[config.mk]
export PLATFORM = sky130hd
export DESIGN_NAME = cfg_snapshot_writer
export DESIGN_NICKNAME = d
export VERILOG_FILES = /design/src/rtl/cfg_snap_pkg.sv /design/src/rtl/cfg_snap_crc.sv /design/src/rtl/cfg_snap_slicer.sv /design/src/rtl/cfg_snap_timer.sv /design/src/rtl/cfg_snapshot_writer.sv
export SDC_FILE = /design/constraint.sdc
export NUM_CORES = 1
export LEC_CHECK = 0
export BUFFER_PORTS_ARGS = -buffer_cell sky130_fd_sc_hd__buf_2
export CAP_MARGIN = 10
export CORE_ASPECT_RATIO = 2
export CORE_MARGIN = 1
export CORE_UTILIZATION = 55
export DETAILED_ROUTE_END_ITERATION = 12
export HOLD_SLACK_MARGIN = 0.06
export PLACE_DENSITY = 0.78
export SYNTH_ARGS = -nofsm -noshare
export SYNTH_HDL_FRONTEND = slang
export SYNTH_HIERARCHICAL = 1
export SYNTH_SLANG_ARGS = --single-unit
[constraint.sdc]
create_clock -name clk -period 9.13 [get_ports clk]
set_clock_uncertainty 0.15 [all_clocks]
set_input_delay 0 -clock clk [delete_from_list [all_inputs] [get_ports clk]]
set_output_delay 0 -clock clk [all_outputs]
set_load 0.01 [all_outputs]
[src/rtl/cfg_snap_pkg.sv]
// Shared constants, state type and checksum step for the snapshot writer.
package cfg_snap_pkg;
    localparam logic [7:0] CMD_GO    = 8'h96;
    localparam logic [7:0] CODE_OK   = 8'h00;
    localparam logic [7:0] CODE_FAIL = 8'h01;
    localparam logic [7:0] CRC_POLY  = 8'h07;

    typedef enum logic [1:0] {
        ST_IDLE = 2'd0,
        ST_SEND = 2'd1,
        ST_HOLD = 2'd2
    } snap_state_t;

    // One byte of CRC-8, MSB first, no reflection.
    function automatic logic [7:0] crc8_byte(input logic [7:0] crc_in,
                                             input logic [7:0] data);
        logic [7:0] r;
        r = crc_in ^ data;
        for (int b = 0; b < 8; b++) begin
            r = r[7] ? ((r << 1) ^ CRC_POLY) : (r << 1);
        end
        return r;
    endfunction
endpackage

[src/rtl/cfg_snap_crc.sv]
// Combinational CRC-8 over a captured configuration image.
// Assumes the image is held stable by the caller for the whole copy.
module cfg_snap_crc #(
    parameter int IMG_BYTES = 16
) (
    input  logic [IMG_BYTES*8-1:0] image,
    output logic [7:0]             crc
);
    import cfg_snap_pkg::*;

    // Fold every image byte, lowest address first.
    always_comb begin
        crc = 8'h00;
        for (int i = 0; i < IMG_BYTES; i++) begin
            crc = crc8_byte(crc, image[i*8 +: 8]);
        end
    end
endmodule

[src/rtl/cfg_snap_slicer.sv]
// Forms the burst that starts at a given EEPROM address: its length up to
// the next page boundary or the end of data, and its packed bytes.
// Assumes PAGE_BYTES is a power of two and the image starts at address 0.
module cfg_snap_slicer #(
    parameter int IMG_BYTES  = 16,
    parameter int PAGE_BYTES = 2,
    parameter int ADDR_W     = 5,
    parameter int LEN_W      = 2
) (
    input  logic [ADDR_W-1:0]       addr,
    input  logic [IMG_BYTES*8-1:0]  image,
    input  logic [7:0]              crc,
    output logic [LEN_W-1:0]        len,
    output logic [PAGE_BYTES*8-1:0] data
);
    localparam int TOTAL = IMG_BYTES + 1;

    logic [7:0]      mem [TOTAL];
    logic [ADDR_W:0] room;
    logic [ADDR_W:0] remain;

    // Byte store view: image bytes followed by the checksum.
    for (genvar j = 0; j < TOTAL; j++) begin : g_mem
        if (j < IMG_BYTES) begin : g_img
            assign mem[j] = image[j*8 +: 8];
        end else begin : g_crc
            assign mem[j] = crc;
        end
    end

    // Length: distance to the page end, capped by the bytes left.
    always_comb begin
        room   = (ADDR_W+1)'(PAGE_BYTES) - {1'b0, addr & ADDR_W'(PAGE_BYTES-1)};
        remain = (ADDR_W+1)'(TOTAL) - {1'b0, addr};
        len    = (room < remain) ? room[LEN_W-1:0] : remain[LEN_W-1:0];
    end

    // Byte lanes: lane k carries the byte at addr+k.
    for (genvar k = 0; k < PAGE_BYTES; k++) begin : g_lane
        always_comb begin
            data[k*8 +: 8] = 8'h00;
            for (int j = 0; j < TOTAL; j++) begin
                if (int'(addr) + k == j) data[k*8 +: 8] = mem[j];
            end
        end
    end
endmodule

[src/rtl/cfg_snap_timer.sv]
// Counts the EEPROM internal write time after an accepted burst.
// done is high in the WAIT_CYCLES-th cycle after start; WAIT_CYCLES >= 1.
module cfg_snap_timer #(
    parameter int WAIT_CYCLES = 20
) (
    input  logic clk,
    input  logic rst_n,
    input  logic start,
    output logic done
);
    localparam int CW = $clog2(WAIT_CYCLES + 1);

    logic [CW-1:0] cnt;
    logic          run;

    assign done = run && (cnt == CW'(WAIT_CYCLES - 1));

    // Arm on start, count while running, stop at the last cycle.
    always_ff @(posedge clk) begin
        if (!rst_n) begin
            cnt <= '0;
            run <= 1'b0;
        end else if (start) begin
            cnt <= '0;
            run <= 1'b1;
        end else if (done) begin
            run <= 1'b0;
        end else if (run) begin
            cnt <= cnt + 1'b1;
        end
    end
endmodule

[src/rtl/cfg_snapshot_writer.sv]
// Top: command decode, burst sequencing and status for saving a
// configuration image plus CRC-8 into a paged serial EEPROM.
// Assumes the transaction port pulses xfer_ack for one cycle per request.
module cfg_snapshot_writer #(
    parameter int IMG_BYTES   = 16,
    parameter int PAGE_BYTES  = 2,
    parameter int WAIT_CYCLES = 20,
    localparam int TOTAL  = IMG_BYTES + 1,
    localparam int ADDR_W = $clog2(TOTAL + 1),
    localparam int LEN_W  = $clog2(PAGE_BYTES + 1)
) (
    input  logic                    clk,
    input  logic                    rst_n,
    input  logic                    ctl_wr,
    input  logic [7:0]              ctl_wdata,
    output logic [7:0]              ctl_rdata,
    input  logic [IMG_BYTES*8-1:0]  cfg_image,
    output logic                    xfer_req,
    output logic [ADDR_W-1:0]       xfer_addr,
    output logic [LEN_W-1:0]        xfer_len,
    output logic [PAGE_BYTES*8-1:0] xfer_data,
    input  logic                    xfer_ack,
    input  logic                    xfer_nack
);
    import cfg_snap_pkg::*;

    snap_state_t            st;
    logic [IMG_BYTES*8-1:0] img_q;
    logic [ADDR_W-1:0]      addr_q;
    logic                   fail_q;
    logic [7:0]             crc;
    logic [LEN_W-1:0]       blen;
    logic                   go;
    logic                   acc_ok;
    logic                   tmr_done;

    assign go     = ctl_wr && (ctl_wdata == CMD_GO);
    assign acc_ok = (st == ST_SEND) && xfer_ack && !xfer_nack;

    cfg_snap_crc #(.IMG_BYTES(IMG_BYTES)) u_crc (
        .image (img_q),
        .crc   (crc)
    );

    cfg_snap_slicer #(
        .IMG_BYTES (IMG_BYTES),
        .PAGE_BYTES(PAGE_BYTES),
        .ADDR_W    (ADDR_W),
        .LEN_W     (LEN_W)
    ) u_slice (
        .addr  (addr_q),
        .image (img_q),
        .crc   (crc),
        .len   (blen),
        .data  (xfer_data)
    );

    cfg_snap_timer #(.WAIT_CYCLES(WAIT_CYCLES)) u_tmr (
        .clk   (clk),
        .rst_n (rst_n),
        .start (acc_ok),
        .done  (tmr_done)
    );

    // Sequencer: capture on command, send bursts, wait, finish or abort.
    always_ff @(posedge clk) begin
        if (!rst_n) begin
            st     <= ST_IDLE;
            img_q  <= '0;
            addr_q <= '0;
            fail_q <= 1'b0;
        end else begin
            case (st)
                ST_IDLE: if (go) begin
                    img_q  <= cfg_image;
                    addr_q <= '0;
                    st     <= ST_SEND;
                end
                ST_SEND: if (xfer_ack) begin
                    if (xfer_nack) begin
                        fail_q <= 1'b1;
                        st     <= ST_IDLE;
                    end else begin
                        addr_q <= addr_q + ADDR_W'(blen);
                        st     <= ST_HOLD;
                    end
                end
                ST_HOLD: if (tmr_done) begin
                    if (addr_q == ADDR_W'(TOTAL)) begin
                        fail_q <= 1'b0;
                        st     <= ST_IDLE;
                    end else begin
                        st <= ST_SEND;
                    end
                end
                default: st <= ST_IDLE;
            endcase
        end
    end

    // Port and status outputs follow the sequencer state.
    assign xfer_req  = (st == ST_SEND);
    assign xfer_addr = addr_q;
    assign xfer_len  = blen;
    assign ctl_rdata = (st != ST_IDLE) ? CMD_GO : (fail_q ? CODE_FAIL : CODE_OK);
endmodule

==> results.tsv, run 1 <==
metric	value	unit
worstSkewPairLatency	470	ps
clock_sinks	142	
cts.clk_slew.worst_paths	60	ps
end_kind	output port	
yosys.area_share.adder	0.703	%
numCtsBuffers	17	
fin_crit	8770	ps
syn_avg_cell_area	9.14	um^2
via_per_inst	6.29	
dr_total_vias	13200	
finalSetupViolCount	0	
synthMuxAreaShare	2.09	%
max-cap-violations	0	
async_flop_share	0	%
r2r_cells	14	
gp_congestion	1.07	
area_growth	25.4	%
num-nets-final	1946	
status	finished clean	
synthSimpleGateAreaFrac	15.5	%
synth_top_family_by_area	XOR/XNOR gates	
stdcell_area	0.0170	mm^2
cts_buffer_depth	2	
drt_first_pass_iters	8	
grt_usage	43.3	%
row_count	80	
port-buffer-count	169	
dieWidth	113	um
arrival	8620	ps
ys_seq_area_share	21.0	%
dieArea	0.0253	mm^2
worstSetupPathType	reg -> out	
grt_pass1_vias	13500	
start_util	56.3	%
synth_seq_cells	142	
ant_nets	0	
cts_setup_buffers	0	
cts_tree	yes	
wl_per_cell	25.5	um
routed_wl	53.6	mm
maxSlewViolCount	0	
max-slew-margin-rel	20.4	%
place_hpwl	38.1	mm
grt_max_degree	72	
synth_cell_types	87	
rsz0062_at_grt	false	
hold_path_end	img_q[18]	
antenna_found_initial	3	
period_share	96.1	%
worst_pin_slew	1190	ps
ioPinCount	173	
crit_start	img_q[1]	
whs_path_depth	4	
synth_edf_count	0	
cp.required	8980	ps
holdCritPathClass	in -> reg	
crit-reg2reg-capture	xfer_addr[4]	
finalHoldViolations	0	
remaining_drc_errors	0	
die_h	224	um
grt_pass1_wl	79.4	mm
synth_warnings	6	
crit_fanout	6	
synth_compound_area_share	20.2	%
r2r_start	xfer_addr[1]	
htreeDepth	4	
core	0.0240	mm^2
fmax	114	MHz
grt_overflow	0	
placed_cell_area	0.0144	mm^2
reg2reg_slack	4970	ps
synthXorXnorAreaFrac	36.3	%
min_from	cfg_image[18]	
synthFlopType	dfxtp_1	
drt_iter0_markers	1165	
cts-root-buf	clkbuf_16	
drive_gt1_share	14.6	%
finalSetupTns	0	ps
synth_area	0.0135	mm^2
cp-start-kind	flop	
syn-instance-count	1481	
==> timing repair <==
item,in CTS,in global routing
endpoints found under the setup margin,0,1
gates resized for setup,0,1
hold endpoints to repair,142,0
hold buffers,205,0
==> Yosys cell counts, drive strengths merged (8+ instances only) <==
master  count  area [um^2]
mux2i       8         80.1
xor3       21          500
o211ai      9         67.6
o221ai      8         70.1
nor2b      12         77.6
nor3       24          130
clkbuf     38          143
dfxtp     142         2840
a21oi      48          240
a31oi      12         75.1
o221a       8         90.1
a22o       11         96.3
nand2b     11         68.8
inv        19         71.3
a222oi      8         80.1
a21boi    130          976
o22ai      13         81.3
nand3      13         65.1
a221oi     25          225
nand2     316         1190
nor2       58          223
xnor2     170         1550
a211oi     11         82.6
o21ai      42          214
buf        52          354
xnor3     106         2390
xor2       51          462
==> area by class of cell <==
type                       instances  area [um^2]
clock inverter                     9         87.6
clock buffer                      23          468
multi-input combinational       1232        10100
antenna                            2         5.00
fill                            1789         7050
sequential                       142         2850
timing repair buffer             386         2990
inverter                          19         71.3
tap                              287          359
==> cell usage in the layout, fill, tap and decap left out, drive strengths merged, types with 9 or more instances in the layout <==
cell         synthesis  routed
nand2              316     316
dlygate4sd3          0     205
buf                 52     181
xnor2              170     170
dfxtp              142     142
a21boi             130     130
xnor3              106     106
nor2                58      58
xor2                51      51
a21oi               48      48
o21ai               42      42
a221oi              25      25
nor3                24      24
clkbuf              38      23
xor3                21      21
inv                 19      19
nand3               13      13
o22ai               13      13
a31oi               12      12
nor2b               12      12
nand2b              11      11
a211oi              11      11
a22o                11      11
o211ai               9       9
==> registers in the layout, summed over array words and instances (netlist names) <==
register   cells
u_tmr/cnt      5
img_q        128
u_tmr/run      1
fail_q         1
st             2
xfer_addr      5
==> how the worst max path moves through the flow <==
stage / end / slack [ps]
final: xfer_data[11] / 360
after global routing: xfer_data[15] / 20
after CTS: xfer_data[11] / 440
after detailed placement: xfer_data[11] / 950
after global placement: xfer_data[11] / 1180
after floorplan: xfer_data[11] / 1750
==> cells by family after synthesis <==
kind of cell / after synthesis
and+or+nand+nor: 478
AOI/OAI and AO/OA: 376
xor gates and xnor gates: 348
DFF: 142
buffers and inverters: 109
muxes: 20
adders and majority gates: 7
other: 1
==> critical path: stages (launching register included) <==
cell	delay, ps
dfxtp_1	370
xnor2_1	320
xnor3_1	670
xnor2_2	370
xnor3_1	560
xnor2_2	360
xnor3_1	580
xnor3_1	480
xnor3_1	500
xor2_1	210
xnor3_1	580
xor3_1	440
xor3_2	420
xnor3_1	430
xnor2_1	150
xnor3_1	510
xnor3_1	460
a22o_1	220
a221oi_1	200
o21ai_0	130
buf_2	170
==> metrics by stage <==
stage | util, % | hold slack (ps) | instances | setup slack (ps)
final | 70.6 | 159 | 2100 | 359
after global placement | 59.8 | 89.2 | 1861 | 1180
after floorplan | - | -28.3 | 1483 | 1750
after detailed placement | 59.8 | 96.4 | 1861 | 945
after global routing | 70.6 | 183 | 2100 | 15.6
after CTS | 70.6 | 156 | 2098 | 437
==> per-layer routing <==
layer,GRT usage [%],routed length [um]
met5,0,0
met3,9.50,3850
met1,40.0,16400
met4,47.7,6790
met2,74.1,26500
Power of run 1 is not shown: default switching activity piles up to over one toggle a cycle in this logic, so the estimate is an artifact.
==> run 2, diff against run 1 <==
- CORE_UTILIZATION: 55 -> 50
- GPL_TIMING_DRIVEN: unset -> 0
==> run 2 against run 1 <==
Net effect:
- register-to-register slack got worse by 50 ps
- fmax is 3.2% lower
- critical path depth up 1
- utilization is 6.9 points lower
- worst setup slack worse by 290 ps
- non-clock buffer count is 17 higher
- via count increased by 0.35%
==> results.tsv, run 2 (synthesized netlist as in run 1, its figures left out) <==
metric	value	unit	change
maxSlewViolCount	0		unchanged
rsz0062_at_grt	false		unchanged
finalSetupTns	0	ps	unchanged
place_hpwl	41.6	mm	was 38.1 mm
cp.required	8980	ps	about the same
grt_pass1_wl	81.5	mm	was 79.4 mm
multiInputGateArea	0.0102	mm^2	was 0.0101 mm^2
crit_chain	xnor3_1 > xor2_4 > xnor3_2 > xnor3_1 > xnor3_2 > xnor3_2 > xnor3_2 > xnor3_1 > xnor3_2 > xnor3_2 > xnor2_4 > xor3_2 > xnor3_1 > xnor3_1 > xnor3_1 > xnor2_1 > a22oi_1 > o211ai_1 > a31oi_1 > a21oi_1 > buf_2		was xnor2_1 > xnor3_1 > xnor2_2 > xnor3_1 > xnor2_2 > xnor3_1 > xnor3_1 > xnor3_1 > xor2_1 > xnor3_1 > xor3_1 > xor3_2 > xnor3_1 > xnor2_1 > xnor3_1 > xnor3_1 > a22o_1 > a221oi_1 > o21ai_0 > buf_2
crit-reg2reg-capture	xfer_addr[3]		was xfer_addr[4]
grt_max_degree	17		was 72
die_h	235	um	was 224 um
core	0.0265	mm^2	was 0.0240 mm^2
regMostFlops	img_q		unchanged
routed_wl	55.2	mm	was 53.6 mm
r2r_start	xfer_addr[1]		unchanged
dieWidth	118	um	was 113 um
via_per_inst	6.10		was 6.29
largest_reg_flops	128		unchanged
period_share	99.3	%	was 96.1%
worstSetupPathType	reg -> out		unchanged
gp_congestion	1.00		was 1.07
reg2reg_slack	4920	ps	was 4970 ps
drt_iter0_markers	1084		was 1,165
slowest_stage	xnor3_2		was xnor3_1
final_common_cell	nand2_1		unchanged
wl_per_cell	25.4	um	was 25.5 um
area_growth	24.8	%	was 25.4%
finalHoldViolations	0		unchanged
max-slew-margin-rel	0.131	%	was 20.4%
n_fill_cell	2179		was 1,789
worstSkewPairLatency	460	ps	was 470 ps
holdCritPathClass	in -> reg		unchanged
status	finished clean		unchanged
fmax	110	MHz	was 114 MHz
remaining_drc_errors	0		unchanged
drive_gt1_share	17.4	%	was 14.6%
arrival	8910	ps	was 8620 ps
cts_tree	yes		unchanged
max-cap-violations	0		unchanged
dr_total_vias	13300		was 13,200
antenna_found_initial	1		was 3
grt_pass1_vias	13600		was 13,500
grt_usage	40.1	%	was 43.3%
port-buffer-count	169		unchanged
grt_overflow	0		unchanged
num-nets-final	1963		was 1,946
cts-root-buf	clkbuf_16		unchanged
end_kind	output port		unchanged
fin_crit	9060	ps	was 8770 ps
worst_pin_slew	1500	ps	was 1190 ps
crit_fanout	6		unchanged
min_from	cfg_image[120]		was cfg_image[18]
worst_path_largest_cell_delay	590	ps	was 670 ps
clock_sinks	142		unchanged
finalSetupViolCount	0		unchanged
whs_path_depth	4		unchanged
r2r_cells	16		was 14
drt_first_pass_iters	8		unchanged
cts_buffer_depth	2		unchanged
hold_path_end	img_q[120]		was img_q[18]
row_count	84		was 80
htreeDepth	4		unchanged
dieArea	0.0278	mm^2	was 0.0253 mm^2
ant_nets	0		unchanged
numCtsBuffers	17		unchanged
layout_common_cells	nand2_1, buf_2, xnor2_1		was nand2_1, dlygate4sd3_1, buf_2
ioPinCount	173		unchanged
cp-start-kind	flop		unchanged
start_util	51.1	%	was 56.3%
cts.clk_slew.worst_paths	60	ps	about the same
seq_area	0.00284	mm^2	was 0.00285 mm^2
==> run 2: cell type report <==
type | count | share of cell area (%)
Inverter | 19 | 0.422
Timing Repair Buffer | 313 | 13.5
Antenna cell | 2 | 0.0296
Clock buffer | 20 | 2.64
Tap cell | 344 | 2.55
Sequential cell | 142 | 16.8
Clock inverter | 12 | 0.807
Buffer | 90 | 2.94
Multi-Input combinational cell | 1232 | 60.3
==> run 2: per-layer routing <==
metal | wire, um | share of wire (%) | track usage, % | vias to the layer above
met5 | 0 | 0 | 0 | -
met3 | 2930 | 5.3 | 7.09 | 274
met1 | 17900 | 33 | 36.9 | 6398
li1 | - | - | - | 5901
met2 | 28000 | 51 | 71.1 | 681
met4 | 6320 | 11 | 42.0 | 0
==> run 2: through the flow <==
step	utilization (%)	cell area, um^2	setup slack, ps	std cells	hold WS [ps]
global route	63.8	16900	3.20	2173	177
detailed placement	55.9	14800	420	1996	93.9
floorplan	-	13500	1750	1483	-28.3
finish	63.8	16900	67.9	2174	177
CTS	63.4	16800	22.8	2167	160
global placement	55.9	14800	460	1996	88.4
==> run 2: what timing repair did <==
action,4_1_cts,5_1_grt
gates cloned,0,0
pin swaps,0,1
buffers inserted,0,5
gates resized for setup,1,12
setup endpoints to repair,1,7
hold buffers,139,0
hold endpoints to repair,142,0
==> run 2: worst max path at each step <==
stage                     slack, ps  cells after the start       endpoint     start
after detailed placement        420                     21  xfer_data[15]  img_q[4]
after global routing              3                     20  xfer_data[10]  img_q[4]
after floorplan                1750                     19  xfer_data[11]  img_q[0]
after CTS                        20                     21  xfer_data[15]  img_q[0]
after global placement          460                     21  xfer_data[15]  img_q[0]
final                            70                     21  xfer_data[14]  img_q[4]
==> run 2: critical path: cells and delay by family, from the launching register on <==
kind | cells | cell delay, ps
compound gates | 4 | 680
flops | 1 | 520
buf+inv | 1 | 170
xor+xnor | 16 | 7080
Power of run 2 is left out for the same reason.
